File: src/rtl/rdc_pkg.sv
package rdc_pkg;
  localparam int unsigned REC_ADDR_W = 32;
  localparam int unsigned REC_LEN_W  = 6;
  localparam int unsigned REC_LEN_LO = REC_ADDR_W;
  localparam int unsigned REC_FLG_LO = 40;
  localparam int unsigned REC_HDR_W  = 64;
  localparam int unsigned REC_PAD_W  = REC_HDR_W - REC_FLG_LO - 3;

  typedef struct packed {
    logic rd_empty;
    logic wr_full;
    logic cmd_full;
  } q_flags_t;
endpackage

File: src/rtl/rdc_compare.sv
module rdc_compare #(
  parameter int unsigned DATA_W = 32,
  parameter int unsigned LANE_W = 8
) (
  input  logic [DATA_W-1:0] exp_data,
  input  logic              exp_valid,
  input  logic [DATA_W-1:0] rd_data,
  input  logic              rd_valid,
  output logic              miss
);
  localparam int unsigned LANES = (DATA_W + LANE_W - 1) / LANE_W;

  logic [LANES-1:0] lane_diff;

  for (genvar i = 0; i < LANES; i++) begin : g_lane
    localparam int unsigned LO = i * LANE_W;
    localparam int unsigned HI = (LO + LANE_W > DATA_W) ? DATA_W - 1 : LO + LANE_W - 1;
    assign lane_diff[i] = |(exp_data[HI:LO] ^ rd_data[HI:LO]);
  end

  assign miss = exp_valid & rd_valid & (|lane_diff);
endmodule

File: src/rtl/rdc_record.sv
module rdc_record
  import rdc_pkg::*;
#(
  parameter int unsigned DATA_W = 32
) (
  input  logic [REC_ADDR_W-1:0]   cmd_addr,
  input  logic [REC_LEN_W-1:0]    cmd_len,
  input  q_flags_t                flags,
  input  logic [DATA_W-1:0]       exp_data,
  input  logic [DATA_W-1:0]       rd_data,
  output logic [REC_HDR_W+2*DATA_W-1:0] rec
);
  localparam int unsigned GAP_W = REC_FLG_LO - REC_LEN_LO - REC_LEN_W;

  always_comb begin
    rec = {rd_data, exp_data, {REC_PAD_W{1'b0}},
           flags.rd_empty, flags.wr_full, flags.cmd_full,
           {GAP_W{1'b0}}, cmd_len, cmd_addr};
  end
endmodule

File: src/rtl/rdc_capture.sv
module rdc_capture #(
  parameter int unsigned REC_W = 128
) (
  input  logic             clk,
  input  logic             rst,
  input  logic             clear,
  input  logic             miss,
  input  logic [REC_W-1:0] rec,
  output logic             cmp_error,
  output logic             error,
  output logic [REC_W-1:0] error_status
);
  always_ff @(posedge clk) begin
    if (rst || clear) begin
      cmp_error    <= 1'b0;
      error        <= 1'b0;
      error_status <= '0;
    end else begin
      cmp_error <= miss;
      if (miss && !error) begin
        error        <= 1'b1;
        error_status <= rec;
      end
    end
  end
endmodule

File: src/rtl/rd_check_capture.sv
module rd_check_capture
  import rdc_pkg::*;
#(
  parameter int unsigned DATA_W = 32,
  parameter int unsigned LANE_W = 8
) (
  input  logic                        clk,
  input  logic                        rst,
  input  logic                        clear,
  input  logic [DATA_W-1:0]           exp_data,
  input  logic                        exp_valid,
  input  logic [DATA_W-1:0]           rd_data,
  input  logic                        rd_valid,
  input  logic [31:0]                 cmd_addr,
  input  logic [5:0]                  cmd_len,
  input  logic                        cmd_full,
  input  logic                        wr_full,
  input  logic                        rd_empty,
  output logic                        cmp_error,
  output logic                        error,
  output logic [63+2*DATA_W:0]        error_status
);
  localparam int unsigned REC_W = REC_HDR_W + 2 * DATA_W;

  logic             miss;
  logic [REC_W-1:0] rec;
  q_flags_t         flags;

  assign flags = '{rd_empty: rd_empty, wr_full: wr_full, cmd_full: cmd_full};

  rdc_compare #(.DATA_W(DATA_W), .LANE_W(LANE_W)) u_cmp (
    .exp_data (exp_data),
    .exp_valid(exp_valid),
    .rd_data  (rd_data),
    .rd_valid (rd_valid),
    .miss     (miss)
  );

  rdc_record #(.DATA_W(DATA_W)) u_rec (
    .cmd_addr(cmd_addr),
    .cmd_len (cmd_len),
    .flags   (flags),
    .exp_data(exp_data),
    .rd_data (rd_data),
    .rec     (rec)
  );

  rdc_capture #(.REC_W(REC_W)) u_cap (
    .clk         (clk),
    .rst         (rst),
    .clear       (clear),
    .miss        (miss),
    .rec         (rec),
    .cmp_error   (cmp_error),
    .error       (error),
    .error_status(error_status)
  );
endmodule

File: config.mk
export PLATFORM = sky130hd
export DESIGN_NAME = rd_check_capture
export DESIGN_NICKNAME = d
export VERILOG_FILES = /design/src/rtl/rdc_pkg.sv /design/src/rtl/rdc_compare.sv /design/src/rtl/rdc_record.sv /design/src/rtl/rdc_capture.sv /design/src/rtl/rd_check_capture.sv
export SDC_FILE = /design/constraint.sdc
export NUM_CORES = 1
export LEC_CHECK = 0
export BUFFER_PORTS_ARGS = -buffer_cell sky130_fd_sc_hd__buf_2
export CELL_PAD_IN_SITES_DETAIL_PLACEMENT = 0
export CELL_PAD_IN_SITES_GLOBAL_PLACEMENT = 2
export CORE_MARGIN = 8
export CORE_UTILIZATION = 25
export CTS_BUF_LIST = sky130_fd_sc_hd__clkbuf_16
export DETAILED_ROUTE_END_ITERATION = 16
export PLACE_DENSITY_LB_ADDON = 0.1
export SETUP_SLACK_MARGIN = 0.2
export SLEW_MARGIN = 0
export SYNTH_ARGS = -nofsm -noshare
export SYNTH_HDL_FRONTEND = slang
export SYNTH_SLANG_ARGS = --single-unit
File: constraint.sdc
create_clock -name clk -period 1.6 [get_ports clk]
set_input_delay 0 -clock clk [delete_from_list [all_inputs] [get_ports clk]]
set_output_delay 0 -clock clk [all_outputs]
set_load 0.01 [all_outputs]
# Word level (Yosys, flattened, before mapping)
# Cells that the tools add are included.
dict set report word_totals {
  reg_bits 107
  elab_cells 13
}
dict set report classes {
  n_bitwise 6
  reduce_logical 4
}
# operator n
set ops {}
lappend ops {{$reduce_or 32->1} 1}
lappend ops {{$xor 8x8->8} 4}
lappend ops {{$and 1x1->1} 2}
lappend ops {{$logic_and 1x1->1} 1}
lappend ops {{$logic_not 1->1} 1}
lappend ops {{$logic_or 1x1->1} 1}

# Longest topological paths before layout
# Gate-level depths: netlist of run 1.
dict set report depth {
  ltp_word 4
  mapped_depth 8
}

# By module
# Synthesis of run 1 repeated with hierarchy kept, for this count alone.
dict set report unflattened {
  cells_unflattened 737
  area_unflattened_um2 5770.5
}
# mod instances cells_per_inst area_each_um2 seq_area_each_um2
set modules_own_cells {}
lappend modules_own_cells {rdc_capture 1 564 4454.3 2602.5}
lappend modules_own_cells {rdc_record 1 129 964.7 0.0}
lappend modules_own_cells {rdc_compare 1 44 351.6 0.0}

# Least setup slack after synthesis of run 1
# No wires, ideal clock.
dict set report synth_path {
  kind {in2reg}
  startpoint {input port exp_data[1]}
  endpoint {register u_cap.error_status[100]}
  t_arrival_ns 1.198
  required_time_ns 1.480
  setup_slack_ns 0.282
  cell_stages 8
  cell_sequence {xnor2_1 -> nand4_1 -> nor4_2 -> a211oi_1 -> clkbuf_1 -> buf_6 -> buf_6 -> mux2i_1}
}
dict set report synth_between {
  elab_chain_len 4
}
# element line_no
set synth_rtl {}
lappend synth_rtl {{start: declaration} rd_check_capture.sv:10} ;# input logic [DATA_W-1:0] exp_data,
lappend synth_rtl {{$xor 8x8->8} rdc_compare.sv:18} ;# assign lane_diff[i] = |(exp_data[HI:LO] ^ rd_data[HI:LO]);
lappend synth_rtl {{$reduce_or 32->1} rdc_compare.sv:21} ;# assign miss = exp_valid & rd_valid & (|lane_diff);
lappend synth_rtl {{$and 1x1->1} rdc_compare.sv:21}
lappend synth_rtl {{$logic_and 1x1->1} rdc_capture.sv:20} ;# if (miss && !error) begin
lappend synth_rtl {{end signal: assignment} rdc_capture.sv:22} ;# error_status <= rec;
lappend synth_rtl {{end: declaration} rdc_capture.sv:11} ;# output logic [REC_W-1:0] error_status
# No other way between the ends.
# A chain may end at the register's enable or synchronous reset.

# Worst setup path in the final report of run 1
dict set report layout_path {
  startpoint {input port rd_data[30]}
  endpoint {register u_cap.error_status[9]}
}
dict set report layout_between {
  elab_chain_len 4
}
# element line_no
set layout_rtl {}
lappend layout_rtl {{start: declaration} rd_check_capture.sv:12} ;# input logic [DATA_W-1:0] rd_data,
lappend layout_rtl {{$xor 8x8->8} rdc_compare.sv:18}
lappend layout_rtl {{$reduce_or 32->1} rdc_compare.sv:21}
lappend layout_rtl {{$and 1x1->1} rdc_compare.sv:21}
lappend layout_rtl {{$logic_and 1x1->1} rdc_capture.sv:20}
# No other way between the ends.

==> results of run 1 <==
registers in the layout, summed over array words and instances, names as in the netlist:
| register | flops |
|---|---|
| u_cap.error | 1 |
| u_cap.error_status | 105 |
| u_cap.cmp_error | 1 |
area by class of cell:
type / count / area share, %
flip-flops and latches: 107 / 28.0
well taps: 234 / 3.83
clock buffers: 9 / 2.95
repair buffers: 342 / 31.7
inverters: 1 / 0.0491
diodes: 2 / 0.0655
multi-input cells: 387 / 32.2
clock inverters: 7 / 1.21
placed cells by master (no fill, tap or decap):
cell	count
a211oi_4	1
a21o_1	1
a21oi_1	1
buf_12	6
buf_16	1
buf_2	214
buf_4	23
buf_6	2
bufinv_16	2
clkbuf_16	12
clkinv_1	1
clkinv_2	1
clkinv_4	1
clkinvlp_4	2
conb_1	23
dfxtp_1	107
diode_2	2
dlygate4sd3_1	93
inv_1	1
mux2i_1	105
nand2_1	211
nand4_1	8
nor2_1	1
nor2_4	1
nor4_2	2
or2_2	1
xnor2_1	20
xnor2_2	9
xnor2_4	3
where the power goes:
part,internal [uW],switching [uW]
combinational,568,497
sequential,2720,31.0
clock,1370,1060
total,4660,1590
what timing repair did:
action | 4_1_cts | 5_1_grt
endpoints found under the hold margin | 93 | 0
gates resized for setup | 0 | 23
hold buffers | 93 | 0
endpoints found under the setup margin | 0 | 58
setup buffers | 0 | 1
routing by layer:
metal | up-vias | GRT usage (%)
li1 | 2299 | -
met1 | 1999 | 17.1
met2 | 159 | 20.4
met3 | 15 | 5.35
met4 | 4 | 4.06
met5 | - | 0
cell families (layout without fill, tap and decap cells):
| logic type | count (synthesis) | count (layout) |
|---|---|---|
| flops | 107 | 107 |
| compound gates | 3 | 3 |
| xor+xnor | 32 | 32 |
| other cells | 1 | 25 |
| mux | 105 | 105 |
| buf+inv | 59 | 359 |
| simple gates | 224 | 224 |
metrics by stage:
step | instance area, sq um | setup TNS, ns | std cells | util [%] | power, uW
4_1_cts | 7400 | 0 | 1083 | 39.7 | 6290
3_5_place_dp | 6150 | -8.13 | 974 | 33.0 | 3630
2_1_floorplan | 4820 | 0 | 553 | - | 3270
6_report | 7640 | 0 | 1089 | 41.0 | 6250
5_1_grt | 7640 | 0 | 1089 | 41.0 | 6550
3_3_place_gp | 6150 | -6.31 | 974 | 33.0 | 3630
worst min-delay path by stage:
| stage | slack [ns] | to |
|---|---|---|
| 6_report | 0.03 | u_cap.error_status[91]$_SDFFE_PP0P_ |
| 5_1_grt | 0.03 | u_cap.error_status[82]$_SDFFE_PP0P_ |
| 4_1_cts | 0.004 | u_cap.error_status[71]$_SDFFE_PP0P_ |
| 3_5_place_dp | 0.25 | u_cap.error_status[28]$_SDFFE_PP0P_ |
| 3_3_place_gp | 0.25 | u_cap.error_status[3]$_SDFFE_PP0P_ |
| 2_1_floorplan | 0.14 | u_cap.error_status[0]$_SDFFE_PP0P_ |
worst max-delay path, stage by stage:
cell and delay (ns):
buf_2 0.12, xnor2_2 0.21, nand4_1 0.16, nor4_2 0.30
buf_4 0.17, a211oi_4 0.06, buf_12 0.14, buf_12 0.14
clkbuf_16 0.16, mux2i_1 0.11
==> impl_results.md, run 1 <==
- Root Driver: clkbuf_16
- H-tree depth: 3
- Drc violations: 0
- Main combinational cell family by area after synthesis: multiplexers
- I/O Pins: 240
- Mux cell area share after synthesis: approximately 22%
- Critical path arrival: 1.58 ns
- WL met2: 7330 um
- Hold WS: about 0.032 ns
- Synth top area cells: dfxtp_1 45%, mux2i_1 22%, nand2_1 17%
- Reg area: 2140 sq um
- Fraction of layout cells with a size suffix above 1: 32.9%
- R2R setup slack: 0.31 ns
- Num CTS Buffers: 9
- Syn avg cell area: 8.92 sq um
- Pwr per Cell Area: 818 nW/um^2
- Reg clk slew, reported paths: around 0.070 ns
- PnR worst setup slack: 0.261 ns
- Static leakage: about 0.0034 uW
- Minimum clock period after layout: 1.34 ns
- Synth Area in Simple Gates: 18.6%
- Worst setup path end: u_cap.error_status[9]$_SDFFE_PP0P_
- Adder-cell share of the synthesized area: 0%
- Initial cell density of the core: 25.4%
- Fraction of synthesized cell area in xor and xnor cells: 5.92%
- Synth warn: 0
- Hold Vio Cnt, Final: 0
- Rows: 50
- Crit path kind: in -> reg
- Initial antenna violation count: 4
- RSZ-0062 raised after global routing: no
- Synth Flop Type: dfxtp_1
- EDFF count, synth: 0
- 1st-iter DRT viols: 191
- WL final: approximately 17000 um
- Ys async rst share: 0%
- Vias in the first global route: 4551
- Startpoint types: primary input
- Sequential share of the synthesized area: a little under half
- Worst hold stages: 4
- Worst flop-to-flop path startpoint: u_cap.error$_SDFFE_PP0P_
- Via density: 4.11
- Post-synth top cells: 211 x nand2_1, 107 x dfxtp_1, 105 x mux2i_1, 32 x xnor2_1, 24 x clkbuf_1
- Clk_skew: roughly 0.01 ns
- Routed Antenna Nets: 0
- Critical Path End Type: register
- GRT Overall Usage: 13.4%
- Area grow syn2layout: 61.4%
- CP required: between 1.5 and 2 ns
- Crit path max fanout: 7
- Max-slew violations: 0
- TritonCTS clock tree: yes
- Achievable Freq: between 700 and 800 MHz
- Final period util: 83.7%
- Seq cells post-synth: 107
- Worst-skew pair later-pin latency: 0.36 ns
- Largest net degree at the start of global routing: 115
- HP Start: exp_data[27]
- CP startpoint: rd_data[30]
- HP Class: in -> reg
- Footprint of the multi-input gates: between 2000 and 2500 sq um
- Filler instances: a little under 2000
- Final setup violation count: 0
- Nets: 958
- WL/cell: around 15 um
- Synth area leader: dfxtp_1
- Max Cap Violations: 0
- Die height: roughly 150 um
- Hpwl dp: 11900 um
- WL met1: 7760 um
- Die area: 23600 sq um
- Post-synth cell types: 17
- Synth top area share: 45.2%
- DRT Pass-1 Iters: 4
- RD Place Congestion: 0.712
- Reg-to-Reg End: u_cap.error_status[64]$_SDFFE_PP0P_
- First-pass GRT wire length: 25100 um
- Die W: 154 um
- Compound-Gate Fraction of Synth Area: 0.423%
- Overflow after GRT: 0
- Sink Count: about 110
- Worst vdd ir: 469 uV
- Core box area: approximately 19000 sq um
- Status: finished clean
- Wire length on met3: 1490 um
- Routed via count: about 4500
- Mapped Area: between 4000 and 5000 sq um
- Place WS: -0.137 ns
- CTS Buffer Depth: 2
- Reg2Reg Depth: 4
- Highest metal used: met5
- Cells after Synth: 531
- Port-buffer cells: between 200 and 250
- Top-count cell post-synth: nand2_1
(Power assumes the default switching activity.)
==> run 2, diff against run 1 <==
Clock period 1.6 ns to 1.4 ns, I/O delays scaled along.
==> impl_results.md, run 2 (same netlist as run 1, synthesis figures left out) <==
- Status: finished clean (unchanged)
- CP Cell Sequence: buf_2, xnor2_2, nand4_1, nor4_2, buf_4, a211oi_4, buf_12, buf_16, mux2i_1 (was buf_2, xnor2_2, nand4_1, nor4_2, buf_4, a211oi_4, buf_12, buf_12, clkbuf_16, mux2i_1)
- Initial cell density of the core: 25.4% (unchanged)
- Hpwl dp: 12100 um (was 11900 um)
- Achievable Freq: around 800 MHz
- Crit path kind: in -> reg (unchanged)
- Overflow after GRT: 0 (unchanged)
- Most frequent cells in the layout: 211 x nand2_1, 202 x buf_2, 106 x dfxtp_1, 105 x mux2i_1, 92 x dlygate4sd3_1 (was 214 x buf_2, 211 x nand2_1, 107 x dfxtp_1, 105 x mux2i_1, 93 x dlygate4sd3_1)
- Routed Antenna Nets: 0 (unchanged)
- Setup TNS: 0 ns (unchanged)
- Core box area: 18600 sq um (unchanged)
- Vias in the first global route: 4814 (was 4551)
- CP max stage delay: 0.26 ns (was 0.30 ns)
- Via density: 4.18 (was 4.11)
- Die height: 154 um (unchanged)
- Clk_skew: 0.00640 ns (was 0.00997 ns)
- Largest net degree at the start of global routing: 109 (was 115)
- Max Cap Violations: 0 (unchanged)
- Nets: 953 (was 958)
- # diodes: 0 (was 2)
- Max reg flops: 105 (unchanged)
- Area grow syn2layout: 65.1% (was 61.4%)
- WL final: 16700 um (was 16800 um)
- Initial antenna violation count: 1 (was 4)
- Worst-skew pair later-pin latency: 0.35 ns (was 0.36 ns)
- HP Class: in -> reg (unchanged)
- Final period util: a little under 90%
- HP Start: exp_data[13] (was exp_data[27])
- DRT Pass-1 Iters: 4 (unchanged)
- Critical path arrival: 1.52 ns (was 1.58 ns)
- Max-slew violations: 0 (unchanged)
- Pwr per Cell Area: 940 nW/um^2 (was 818 nW/um^2)
- Fraction of layout cells with a size suffix above 1: 34.3% (was 32.9%)
- GRT Overall Usage: 14.0% (was 13.4%)
- Largest regs: u_cap.error_status x105, u_cap.cmp_error x1, u_cap.error x1 (unchanged)
- Drc violations: 0 (unchanged)
- Minimum clock period after layout: between 1 and 1.5 ns
- First-pass GRT wire length: 26200 um (was 25100 um)
- I/O Pins: 240 (unchanged)
- Port-buffer cells: 216 (unchanged)
- TritonCTS clock tree: yes (unchanged)
- Final setup violation count: 0 (unchanged)
- Hold Vio Cnt, Final: 0 (unchanged)
- Worst Path Buf+Inv: 4 (was 5)
- PnR worst setup slack: 0.155 ns (was 0.261 ns)
- WL/cell: 15.4 um (about the same)
- Startpoint types: primary input (unchanged)
- CTS Buffer Depth: 2 (unchanged)
- RSZ-0062 raised after global routing: yes (was no)
- Worst flop-to-flop path startpoint: u_cap.error$_SDFFE_PP0P_ (unchanged)
- Die area: 23600 sq um (unchanged)
- Routed via count: 4526 (was 4476)
- Critical Path End Type: register (unchanged)
- Sink Count: 107 (unchanged)
- Rows: 50 (unchanged)
- RD Place Congestion: 0.735 (was 0.712)
- CP required: 1.68 ns (was 1.84 ns)
- Reg clk slew, reported paths: 0.07 ns (about the same)
- Crit path max fanout: 23 (was 7)
- CP startpoint: rd_data[13] (was rd_data[30])
- CP max-delay cell: a211oi_4 (was nor4_2)
- Root Driver: clkbuf_16 (unchanged)
- Static leakage: 0.00355 uW (was 0.00345 uW)
- H-tree depth: 3 (unchanged)
- 1st-iter DRT viols: 121 (was 191)
- Most common cell after layout, fill and taps aside: nand2_1 (was buf_2)
- Worst vdd ir: 520 uV (was 469 uV)
- Num CTS Buffers: 9 (unchanged)
- Die W: 154 um (unchanged)
- Largest register by flop count: u_cap.error_status (unchanged)
- Crit-path leading delay family: buffers and inverters (unchanged)
- Place WS: -0.459 ns (was -0.137 ns)
-- run 2: final cells by class --
type / instances / area [sq um]
clock buffers: 9 / 225
clock inverters: 7 / 116
fillers: 1927 / 10800
inverters: 1 / 3.75
multi-input cells: 387 / 2590
flip-flops and latches: 107 / 2140
well taps: 234 / 293
repair buffers: 337 / 2440
-- run 2: timing repair --
item | 4_1_cts | 5_1_grt
gates resized for setup | 8 | 48
endpoints found under the hold margin | 92 | 0
gates cloned | 1 | 1
hold buffers | 92 | 0
pin swaps | 9 | 7
buffers inserted | 1 | 1
endpoints found under the setup margin | 105 | 105
-- run 2: routing by layer --
layer | track usage, % | wire, um
met1 | 17.1 | 7540
met2 | 22.7 | 7650
met3 | 4.74 | 1260
met4 | 4.34 | 188
met5 | 0 | 12
-- run 2: worst paths after layout --
path | slack, ns | endpoint | cells past startpoint
setup / recovery | 0.16 | u_cap.error_status[0]$_SDFFE_PP0P_ | 9
hold reg to reg | 0.45 | u_cap.error_status[42]$_SDFFE_PP0P_ | 2
hold / removal | 0.02 | u_cap.error_status[77]$_SDFFE_PP0P_ | 4
setup reg to reg | 0.17 | u_cap.error_status[0]$_SDFFE_PP0P_ | 4
-- run 2: worst reg2reg max path, delay by kind of cell, from the launching register on --
| kind | cells | cell delay (ns) |
|---|---|---|
| AO/OA/AOI/OAI | 1 | 0.19 |
| flip-flops | 1 | 0.34 |
| multiplexers | 1 | 0.23 |
| buffers and inverters | 2 | 0.41 |
-- run 2: power breakdown --
group	total (uW)	internal (uW)	switching [uW]
sequential	3150	3110	35.4
combinational	1270	684	581
clock	2940	1750	1190
total	7350	5550	1810
-- run 2: metrics by stage --
stage | util [%] | hold slack, ns | total power (uW) | std cells | instance area [sq um]
final | 41.9 | 0.0247 | 7350 | 1082 | 7820
after global routing | 41.9 | 0.0279 | 7710 | 1082 | 7820
after CTS | 40.4 | 0.0196 | 7390 | 1080 | 7530
after detailed placement | 33.1 | 0.258 | 4150 | 970 | 6170
after global placement | 33.1 | 0.247 | 4140 | 970 | 6170
after floorplan | - | 0.142 | 3760 | 553 | 4890
==> run 3, diff against run 2 <==
Settings changed: PLACE_DENSITY_LB_ADDON 0.1 to 0.05.
==> impl_results.md, run 3 (same netlist as run 1, synthesis figures left out) <==
- Status: finished clean (unchanged)
- Achievable Freq: 779 MHz (was 804 MHz)
- R2R setup slack: 0.12 ns (was 0.17 ns)
- Via density: 4.16 (was 4.18)
- Layout Cells excl Fill: 1106 (was 1082)
- Die area: 23600 sq um (unchanged)
- Core box area: 18600 sq um (unchanged)
- Routed Antenna Nets: 0 (unchanged)
- Reg2Reg Depth: 5 (was 4)
- Overflow after GRT: 0 (unchanged)
- TritonCTS clock tree: yes (unchanged)
- Root Driver: clkbuf_16 (unchanged)
- Worst flop-to-flop path startpoint: u_cap.error$_SDFFE_PP0P_ (unchanged)
- Worst Hold End: u_cap.error_status[71]$_SDFFE_PP0P_ (was u_cap.error_status[77]$_SDFFE_PP0P_)
- Max-slew violations: 0 (unchanged)
- Clock share of power: 37.6% (was 40.0%)
- Nets: 975 (was 953)
- Switching power: 1880 uW (was 1810 uW)
- Largest register by flop count: u_cap.error_status (unchanged)
- Fraction of layout cells with a size suffix above 1: 36.0% (was 34.3%)
- HP Class: in -> reg (unchanged)
- Final setup violation count: 0 (unchanged)
- Routed via count: 4597 (was 4526)
- I/O Pins: 240 (unchanged)
- Worst vdd ir: 521 uV (was 520 uV)
- RSZ-0062 raised after global routing: yes (unchanged)
- Max Cap Violations: 0 (unchanged)
- RD Place Congestion: 0.736 (was 0.735)
- Worst hold stages: 4 (unchanged)
- Initial cell density of the core: 25.4% (unchanged)
- Critical path arrival: 1.52 ns (about the same)
- Drc violations: 0 (unchanged)
- WL/cell: 16.2 um (was 15.4 um)
- CTS Buffer Depth: 2 (unchanged)
- Worst-skew pair later-pin latency: 0.35 ns (about the same)
- HP Start: exp_data[7] (was exp_data[13])
- Static leakage: 0.00377 uW (was 0.00355 uW)
- Cell total after placement: 975 (was 970)
- Initial antenna violation count: 1 (unchanged)
- Combinational share of power: 19.9% (was 17.2%)
- Hold Vio Cnt, Final: 0 (unchanged)
- WL final: 18000 um (was 16700 um)
- Switching Share: 25.4% (was 24.6%)
- Die W: 154 um (unchanged)
- Reg clk slew, reported paths: 0.08 ns (was 0.07 ns)
- Rows: 50 (unchanged)
- Startpoint types: primary input (unchanged)
- Final period util: 91.7% (was 88.9%)
- Crit path kind: in -> reg (unchanged)
- GRT Overall Usage: 14.9% (was 14.0%)
- Num CTS Buffers: 9 (unchanged)
- PnR worst setup slack: 0.116 ns (was 0.155 ns)
- Pwr per Cell Area: 887 nW/um^2 (was 940 nW/um^2)
- CP required: 1.63 ns (was 1.68 ns)
- Largest net degree at the start of global routing: 81 (was 109)
- Minimum clock period after layout: 1.28 ns (was 1.24 ns)
- Port-buffer cells: 216 (unchanged)
- Reg power frac: 42.5% (was 42.8%)
- Most common cell after layout, fill and taps aside: nand2_1 (unchanged)
- DRT Pass-1 Iters: 4 (unchanged)
- Hpwl dp: 12400 um (was 12100 um)
- Largest regs: u_cap.error_status x105, u_cap.cmp_error x1, u_cap.error x1 (unchanged)
- 1st-iter DRT viols: 181 (was 121)
- Most frequent cells in the layout: 211 x nand2_1, 195 x buf_2, 106 x dfxtp_1, 105 x mux2i_1, 93 x dlygate4sd3_1 (was 211 x nand2_1, 202 x buf_2, 106 x dfxtp_1, 105 x mux2i_1, 92 x dlygate4sd3_1)
- Crit path max fanout: 9 (was 23)
- First-pass GRT wire length: 27400 um (was 26200 um)
- Critical Path End Type: register (unchanged)
- Max reg flops: 105 (unchanged)
- Vias in the first global route: 4845 (was 4814)
- Reg-to-Reg End: u_cap.error_status[121]$_SDFFE_PP0P_ (was u_cap.error_status[0]$_SDFFE_PP0P_)
- Die height: 154 um (unchanged)
- Area grow syn2layout: 76.3% (was 65.1%)
- Clk_skew: 0.00920 ns (was 0.00640 ns)
- Sink Count: 107 (unchanged)
- Internal power: 5520 uW (was 5550 uW)
- Place WS: -0.376 ns (was -0.459 ns)
- H-tree depth: 3 (unchanged)
[run 3: critical path: stages]
cell and delay, ns:
buf_2 0.12, xnor2_2 0.16, nand4_1 0.16, nor4_4 0.38
a211oi_4 0.12, buf_6 0.15, buf_12 0.15, clkbuf_16 0.15
mux2i_1 0.11
[run 3: worst max path at each step]
stage,startpoint,endpoint
global placement,exp_data[10],u_cap.error_status[111]$_SDFFE_PP0P_
floorplan,exp_data[6],u_cap.error_status[100]$_SDFFE_PP0P_
CTS,rd_data[16],u_cap.error_status[1]$_SDFFE_PP0P_
detailed placement,exp_data[13],u_cap.error_status[111]$_SDFFE_PP0P_
finish,exp_data[9],u_cap.error_status[108]$_SDFFE_PP0P_
global route,rd_data[30],u_cap.error_status[93]$_SDFFE_PP0P_
[run 3: metrics by stage]
stage / TNS (ns) / hold WS, ns / total power (uW) / utilization [%] / instance area, sq um
global route: 0 / 0.0208 / 7760 / 44.8 / 8350
detailed placement: -30.18 / 0.258 / 4160 / 33.3 / 6220
global placement: -29.21 / 0.246 / 4150 / 33.3 / 6220
CTS: 0 / 0.00391 / 7470 / 43.7 / 8150
finish: 0 / 0.0238 / 7410 / 44.8 / 8350
floorplan: 0 / 0.142 / 3760 / - / 4890
[run 3: final cells by class]
cell class                      instances  area (sq um)
Fill cell                            1885         10300
Timing Repair Buffer                  359          2930
Multi-Input combinational cell        387          2660
Sequential cell                       107          2140
Tap cell                              234           293
Clock buffer                            9           225
Clock inverter                          7          93.8
Antenna cell                            2          5.00
Inverter                                1          3.75
[run 3: power by group through the flow]
stage	clock network, uW	logic [uW]	registers, uW
2_1_floorplan	0	511	3250
3_3_place_gp	0	939	3220
3_5_place_dp	0	944	3220
4_1_cts	2910	1420	3150
5_1_grt	3020	1590	3160
6_report	2780	1480	3150
[run 3: layer usage]
| metal | GRT usage [%] | share of wire (%) |
|---|---|---|
| met5 | 0 | 0.072 |
| met4 | 4.67 | 1.3 |
| met1 | 17.8 | 44 |
| met3 | 5.04 | 7.1 |
| met2 | 24.6 | 48 |
[run 3: what timing repair did]
| item | 4_1_cts | 5_1_grt |
|---|---|---|
| setup buffers | 7 | 2 |
| gates resized for setup | 71 | 24 |
| hold buffers | 93 | 0 |
| gates cloned | 9 | 2 |
| endpoints found under the hold margin | 93 | 0 |
| pin swaps | 22 | 10 |
| endpoints found under the setup margin | 105 | 104 |
